### src/rtl/gpio_port_pkg.sv
package gpio_port_pkg;
  // Index of each control register; direct offset is index * CTL_STRIDE
  typedef enum logic [1:0] {
    CTL_OWN   = 2'd0,
    CTL_DRVEN = 2'd1,
    CTL_LEVEL = 2'd2
  } ctl_idx_t;

  localparam int NUM_CTL    = 3;
  localparam int CTL_STRIDE = 16;
  localparam int IN_INDEX   = 3;
endpackage

### src/rtl/gpio_port_sync.sv
module gpio_port_sync #(
  parameter int PIN_W = 8
) (
  input  logic             clk,
  input  logic             rst_n,
  input  logic [PIN_W-1:0] async_in,
  output logic [PIN_W-1:0] sync_out
);
  logic [PIN_W-1:0] meta_q;
  logic [PIN_W-1:0] stab_q;

  always_ff @(posedge clk or negedge rst_n) begin
    if (!rst_n) begin
      meta_q <= '0;
      stab_q <= '0;
    end else begin
      meta_q <= async_in;
      stab_q <= meta_q;
    end
  end

  assign sync_out = stab_q;

  // edges seen since reset, saturating at 2, for the latency check
  logic [1:0] age_q;
  always_ff @(posedge clk or negedge rst_n) begin
    if (!rst_n)              age_q <= 2'd0;
    else if (age_q != 2'd2)  age_q <= age_q + 2'd1;
  end


  sync_latency_chk: assert property (@(posedge clk) disable iff (!rst_n)
    (age_q == 2'd2) |-> (sync_out == $past(async_in, 2)));
endmodule

### src/rtl/gpio_port_ctlreg.sv
module gpio_port_ctlreg #(
  parameter int PIN_W  = 8,
  parameter int DATA_W = 32
) (
  input  logic              clk,
  input  logic              rst_n,
  input  logic              wr_full,
  input  logic              wr_masked,
  input  logic [DATA_W-1:0] wdata,
  output logic [PIN_W-1:0]  q
);
  logic [PIN_W-1:0] mask;
  logic [PIN_W-1:0] val;
  logic [PIN_W-1:0] q_nxt;
  logic             q_en;

  assign val  = wdata[PIN_W-1:0];
  assign mask = wdata[2*PIN_W-1:PIN_W];
  assign q_en = wr_full | wr_masked;

  always_comb begin
    q_nxt = q;
    if (wr_full)        q_nxt = val;
    else if (wr_masked) q_nxt = (q & ~mask) | (val & mask);
  end

  always_ff @(posedge clk or negedge rst_n) begin
    if (!rst_n)    q <= '0;
    else if (q_en) q <= q_nxt;
  end


  full_write_chk: assert property (@(posedge clk) disable iff (!rst_n)
    wr_full |=> (q == $past(wdata[PIN_W-1:0])));

  masked_keep_chk: assert property (@(posedge clk) disable iff (!rst_n)
    (wr_masked && !wr_full) |=> (((q ^ $past(q)) & ~$past(wdata[2*PIN_W-1:PIN_W])) == '0));

  masked_load_chk: assert property (@(posedge clk) disable iff (!rst_n)
    (wr_masked && !wr_full) |=> (((q ^ $past(wdata[PIN_W-1:0])) & $past(wdata[2*PIN_W-1:PIN_W])) == '0));

  idle_hold_chk: assert property (@(posedge clk) disable iff (!rst_n)
    (!wr_full && !wr_masked) |=> $stable(q));
endmodule

### src/rtl/gpio_port_decode.sv
module gpio_port_decode
  import gpio_port_pkg::*;
#(
  parameter int          ADDR_W    = 12,
  parameter logic [ADDR_W-1:0] ALIAS_OFS = 12'h080
) (
  input  logic              bus_sel,
  input  logic              bus_wr,
  input  logic [ADDR_W-1:0] bus_addr,
  output logic [NUM_CTL-1:0] hit_full,
  output logic [NUM_CTL-1:0] hit_alias,
  output logic               hit_in,
  output logic [NUM_CTL-1:0] wr_full,
  output logic [NUM_CTL-1:0] wr_alias
);
  localparam logic [ADDR_W-1:0] IN_OFS = ADDR_W'(IN_INDEX * CTL_STRIDE);

  for (genvar i = 0; i < NUM_CTL; i++) begin : g_dec
    localparam logic [ADDR_W-1:0] FULL_OFS = ADDR_W'(i * CTL_STRIDE);
    assign hit_full[i]  = (bus_addr == FULL_OFS);
    assign hit_alias[i] = (bus_addr == (ALIAS_OFS + FULL_OFS));
  end

  assign hit_in   = (bus_addr == IN_OFS);
  assign wr_full  = hit_full  & {NUM_CTL{bus_sel & bus_wr}};
  assign wr_alias = hit_alias & {NUM_CTL{bus_sel & bus_wr}};
endmodule

### src/rtl/gpio_port_regs.sv
module gpio_port_regs
  import gpio_port_pkg::*;
#(
  parameter int          PIN_W     = 8,
  parameter int          DATA_W    = 32,
  parameter int          ADDR_W    = 12,
  parameter logic [ADDR_W-1:0] ALIAS_OFS = 12'h080
) (
  input  logic              clk,
  input  logic              rst_n,
  input  logic              bus_sel,
  input  logic              bus_wr,
  input  logic [ADDR_W-1:0] bus_addr,
  input  logic [DATA_W-1:0] bus_wdata,
  output logic [DATA_W-1:0] bus_rdata,
  input  logic [PIN_W-1:0]  pad_in,
  output logic [PIN_W-1:0]  pad_out,
  output logic [PIN_W-1:0]  pad_oe
);
  localparam int PAD_HI = DATA_W - PIN_W;

  logic [NUM_CTL-1:0] hit_full;
  logic [NUM_CTL-1:0] hit_alias;
  logic               hit_in;
  logic [NUM_CTL-1:0] wr_full;
  logic [NUM_CTL-1:0] wr_alias;
  logic [PIN_W-1:0]   ctl_q [NUM_CTL];
  logic [PIN_W-1:0]   in_sync;
  logic [PIN_W-1:0]   in_view;
  logic [PIN_W-1:0]   rd_byte;

  gpio_port_decode #(
    .ADDR_W    (ADDR_W),
    .ALIAS_OFS (ALIAS_OFS)
  ) u_dec (
    .bus_sel   (bus_sel),
    .bus_wr    (bus_wr),
    .bus_addr  (bus_addr),
    .hit_full  (hit_full),
    .hit_alias (hit_alias),
    .hit_in    (hit_in),
    .wr_full   (wr_full),
    .wr_alias  (wr_alias)
  );

  for (genvar i = 0; i < NUM_CTL; i++) begin : g_ctl
    gpio_port_ctlreg #(
      .PIN_W  (PIN_W),
      .DATA_W (DATA_W)
    ) u_reg (
      .clk       (clk),
      .rst_n     (rst_n),
      .wr_full   (wr_full[i]),
      .wr_masked (wr_alias[i]),
      .wdata     (bus_wdata),
      .q         (ctl_q[i])
    );
  end

  gpio_port_sync #(
    .PIN_W (PIN_W)
  ) u_sync (
    .clk      (clk),
    .rst_n    (rst_n),
    .async_in (pad_in),
    .sync_out (in_sync)
  );

  // driven pins report their drive level, others the synchronised pad
  assign in_view = (ctl_q[CTL_LEVEL] & ctl_q[CTL_DRVEN]) |
                   (in_sync & ~ctl_q[CTL_DRVEN]);

  always_comb begin
    rd_byte = '0;
    for (int i = 0; i < NUM_CTL; i++) begin
      if (hit_full[i] || hit_alias[i]) rd_byte = ctl_q[i];
    end
    if (hit_in) rd_byte = in_view;
  end

  assign bus_rdata = (bus_sel && !bus_wr) ? {{PAD_HI{1'b0}}, rd_byte} : '0;
  assign pad_out   = ctl_q[CTL_LEVEL];
  assign pad_oe    = ctl_q[CTL_OWN] & ctl_q[CTL_DRVEN];


  alias_read_upper_chk: assert property (@(posedge clk) disable iff (!rst_n)
    (bus_sel && !bus_wr && (hit_alias != '0)) |-> (bus_rdata[DATA_W-1:PIN_W] == '0));

  release_ownership_chk: assert property (@(posedge clk) disable iff (!rst_n)
    (wr_full[CTL_OWN] && (bus_wdata[PIN_W-1:0] == '0)) |=> (pad_oe == '0));

  input_write_ignored_chk: assert property (@(posedge clk) disable iff (!rst_n)
    (bus_sel && bus_wr && hit_in) |=> ($stable(pad_oe) && $stable(pad_out)));
endmodule

### config.mk
export PLATFORM = sky130hd
export DESIGN_NAME = gpio_port_regs
export DESIGN_NICKNAME = d
export VERILOG_FILES = /design/src/rtl/gpio_port_pkg.sv /design/src/rtl/gpio_port_sync.sv /design/src/rtl/gpio_port_ctlreg.sv /design/src/rtl/gpio_port_decode.sv /design/src/rtl/gpio_port_regs.sv
export SDC_FILE = /design/constraint.sdc
export NUM_CORES = 1
export LEC_CHECK = 0
export BUFFER_PORTS_ARGS = -buffer_cell sky130_fd_sc_hd__buf_4
export CAP_MARGIN = 25
export CORE_MARGIN = 2
export CORE_UTILIZATION = 43
export DETAILED_ROUTE_END_ITERATION = 12
export PLACE_DENSITY = 0.76
export SETUP_SLACK_MARGIN = 0.3
export SLEW_MARGIN = 20
export SYNTH_ARGS = -nofsm -noshare
export SYNTH_HDL_FRONTEND = slang
export SYNTH_HIERARCHICAL = 1
export SYNTH_SLANG_ARGS = --single-unit
### constraint.sdc
create_clock -name clk -period 3.7 [get_ports clk]
set_clock_uncertainty 0.15 [all_clocks]
set_input_delay 0.925 -clock clk [delete_from_list [all_inputs] [get_ports clk]]
set_output_delay 0.925 -clock clk [all_outputs]
set_load 0.01 [all_outputs]
==> results.tsv <==
stage	metric	value	unit
floorplan	IO Pins	104	
routing	DRT antenna net count	0	
synth	Cells after Synth	206	
global_route	pin count of the biggest net entering global routing	41	
worst_hold_path	Worst Hold Launch	u_sync/meta_q[4]$_DFF_PN0_	
global_route	busiest grt layer	met2	
timing	RSZ-0062 raised after global routing	yes	
layout	# diodes	0	
synth	most frequent cell after synthesis	dfrtp_1	
layout	share of cells above drive strength 1	67.22	%
cts	cts bufs inserted	5	
pwr	leakage	1.681	nW
cts	clock-pin slew on the worst setup and hold paths	70	ps
synth	Synth Register Bits	40	
worst_hold_path	worst hold path class	flop to flop	
setup_path	startpoint types	input port	
synth	biggest area consumer among synthesized cells	dfrtp_1	
place	dpl hpwl	4413	um
synth	Post-synth top cells	dfrtp_1 (40), buf_4 (29), a21oi_2 (24), mux2_4 (24), nor4_1 (13)	
timing	slew at the pin with the worst max-slew slack	504.8	ps
cts	CTS tree	built	
timing	Slew Limit Headroom	66.35	%
setup_path	Arr. time, crit path	2970	ps
global_route	first-pass GRT wire length	9832	um
routing	DRT Wirelength	6595	um
cts	worst skew pair latency	290	ps
setup_path	cell depth of the worst flop-to-flop path	1	
synth	synth warn	6	
floorplan	Row Count	27	
layout	area delta synth->final	50.00	%
timing	Final WS setup	-341.4	ps
floorplan	effective utilization at floorplan	44.63	%
timing	endpoints failing setup	8	
synth	area share of the largest cell type after synthesis	40.73	%
global_route	met3 usage	4.525	%
run_status	status	finished, violations left	
timing	Final period util	109.2	%
floorplan	Core ar.	5507	um2
synth	Synth area leaders	dfrtp_1 (41%), mux2_4 (15%), buf_4 (8.9%)	
synth	sequential cell area fraction in the yosys report	40.73	%
floorplan	Die Span X	79.60	um
place	DP Worst Slack	-409.5	ps
routing	1st-pass router iterations	4	
synth	Synth async-reset ratio	100.0	%
pwr	power density over the cells	224.1	nW/um2
timing	minimum clock period	4041	ps
global_route	GRT Total Usage	20.58	%
worst_hold_path	worst hold path cell count	0	
routing	Post-route DRC	0	
timing	max-slew violation count	0	
floorplan	die footprint	6335	um2
setup_path	Setup CP Type	input port to primary output	
setup_path	Req. time, crit path	2620	ps
synth	Syn Std Cell Area	2457	um2
floorplan	Die H	79.60	um
global_route	gr ovfl total	0	
routing	drt via density	5.388	
cts	hold_buf cts	0	
pwr	peak supply drop	0.0001781	V
cts	CTS Sinks	40	
routing	Vias	1999	
synth	Post-synth EDFFs	0	
synth	Primary FF master, synth	dfrtp_1	
cts	Clock Tree Root	clkbuf_8	
global_route	M1 GR Usage	25.51	%
cts	H-tree Lvls	2	
place	RD Place Congestion	0.8163	
worst_hold_path	Worst Hold End	u_sync/sync_out[4]$_DFF_PN0_	
timing	Hold Worst Slack	200.3	ps
global_route	M2 GR Usage	36.64	%
cts	clock buffer depth	2	
run	max-cap viol count	0	
synth	Netlist cell types	31	
setup_path	R2R Setup Slk	2720	ps
place	placed instance count	345	
global_route	antenna violations before repair	0	
timing	Max Freq	247.4	MHz
setup_path	maximum net fanout on the critical path	5	
global_route	vias in the first global route	1975	
run_status	failing checks	setup timing	
routing	DR WL/cell	17.78	um
setup_path	Worst Setup End Kind	primary output	
timing	Fin. Hold Viols	0	
place	number of port buffers	63	
layout	Total Nets Final	355	
routing	Initial DRC Count	145	
layout	Layout Cells excl Fill	371	
synth	syn avg cell area	11.93	um2
layout	Fill cells	419	
==> worst max path at each step <==
| stage | startpoint | to | slack, ps | cells after the start |
|---|---|---|---|---|
| floorplan | bus_addr[8] | bus_rdata[0] | -40 | 7 |
| global placement | bus_addr[8] | bus_rdata[0] | -350 | 8 |
| detailed placement | bus_addr[8] | bus_rdata[0] | -410 | 7 |
| CTS | bus_addr[2] | bus_rdata[4] | -320 | 10 |
| global route | bus_addr[2] | bus_rdata[2] | -410 | 11 |
| finish | bus_addr[2] | bus_rdata[2] | -340 | 11 |
==> power by group <==
group / internal, mW / switching (mW)
clock network: 0.128 / 0.148
registers: 0.447 / 0.00342
logic: 0.0425 / 0.0578
total: 0.617 / 0.209
==> placed cells by master (no fill, tap or decap), drive strengths merged, types with 8 or more instances in the layout <==
cell,n
a21oi,24
a311oi,8
and2,8
buf,103
conb,24
dfrtp,40
mux2,24
mux2i,8
nor2,8
nor4,13
o21a,8
==> stage by stage <==
stage               total power [mW]  TNS [ps]  instance area (um2)  utilization, %
global placement              0.5486     -2593                 3252           59.05
floorplan                     0.5108    -277.2                 2803               -
finish                        0.8260     -2477                 3686           66.94
CTS                           0.8293     -2297                 3487           63.33
global route                  0.8681     -3001                 3686           66.94
detailed placement            0.5513     -2980                 3252           59.05
==> critical path, cell delays in order <==
cell	delay, ps
buf_6	90
or4_4	520
buf_6	150
nor4_4	300
buf_4	170
or3_4	120
buf_12	120
buf_12	110
a311oi_2	50
a2111oi_4	220
buf_4	170
==> final cells by class <==
class	count	area [um2]	area share [%]
timing repair buffer	103	884.6	24.00
clock buffer	5	68.82	1.867
tap	72	90.09	2.444
clock inverter	2	12.51	0.3394
multi-input combinational	149	1629	44.20
sequential	40	1001	27.16
==> cell families (layout without fill, tap and decap cells) <==
| logic type | Yosys count | count (layout) | share of synthesized area (%) |
|---|---|---|---|
| other | 1 | 24 | 0.1526 |
| buffers and inverters | 40 | 110 | 12.17 |
| DFF | 40 | 40 | 40.73 |
| muxes | 32 | 32 | 17.92 |
| and+or+nand+nor | 44 | 44 | 11.30 |
| AOI/OAI and AO/OA | 49 | 49 | 17.72 |
==> metal layers <==
metal / up-vias / wire [um] / share of wire [%]
met4: 0 / 119 / 1.8
met3: 16 / 400 / 6.1
met1: 996 / 2620 / 40
li1: 902 / - / -
met2: 85 / 3455 / 52
met5: - / 0 / 0
==> repair_timing <==
item | in CTS | in global routing
setup buffers | 9 | 10
resized for setup | 15 | 16
cloned | 0 | 0
pin swaps | 13 | 7
endpoints found under the setup margin | 8 | 8
Note: power is estimated with default switching activity, not from simulation.
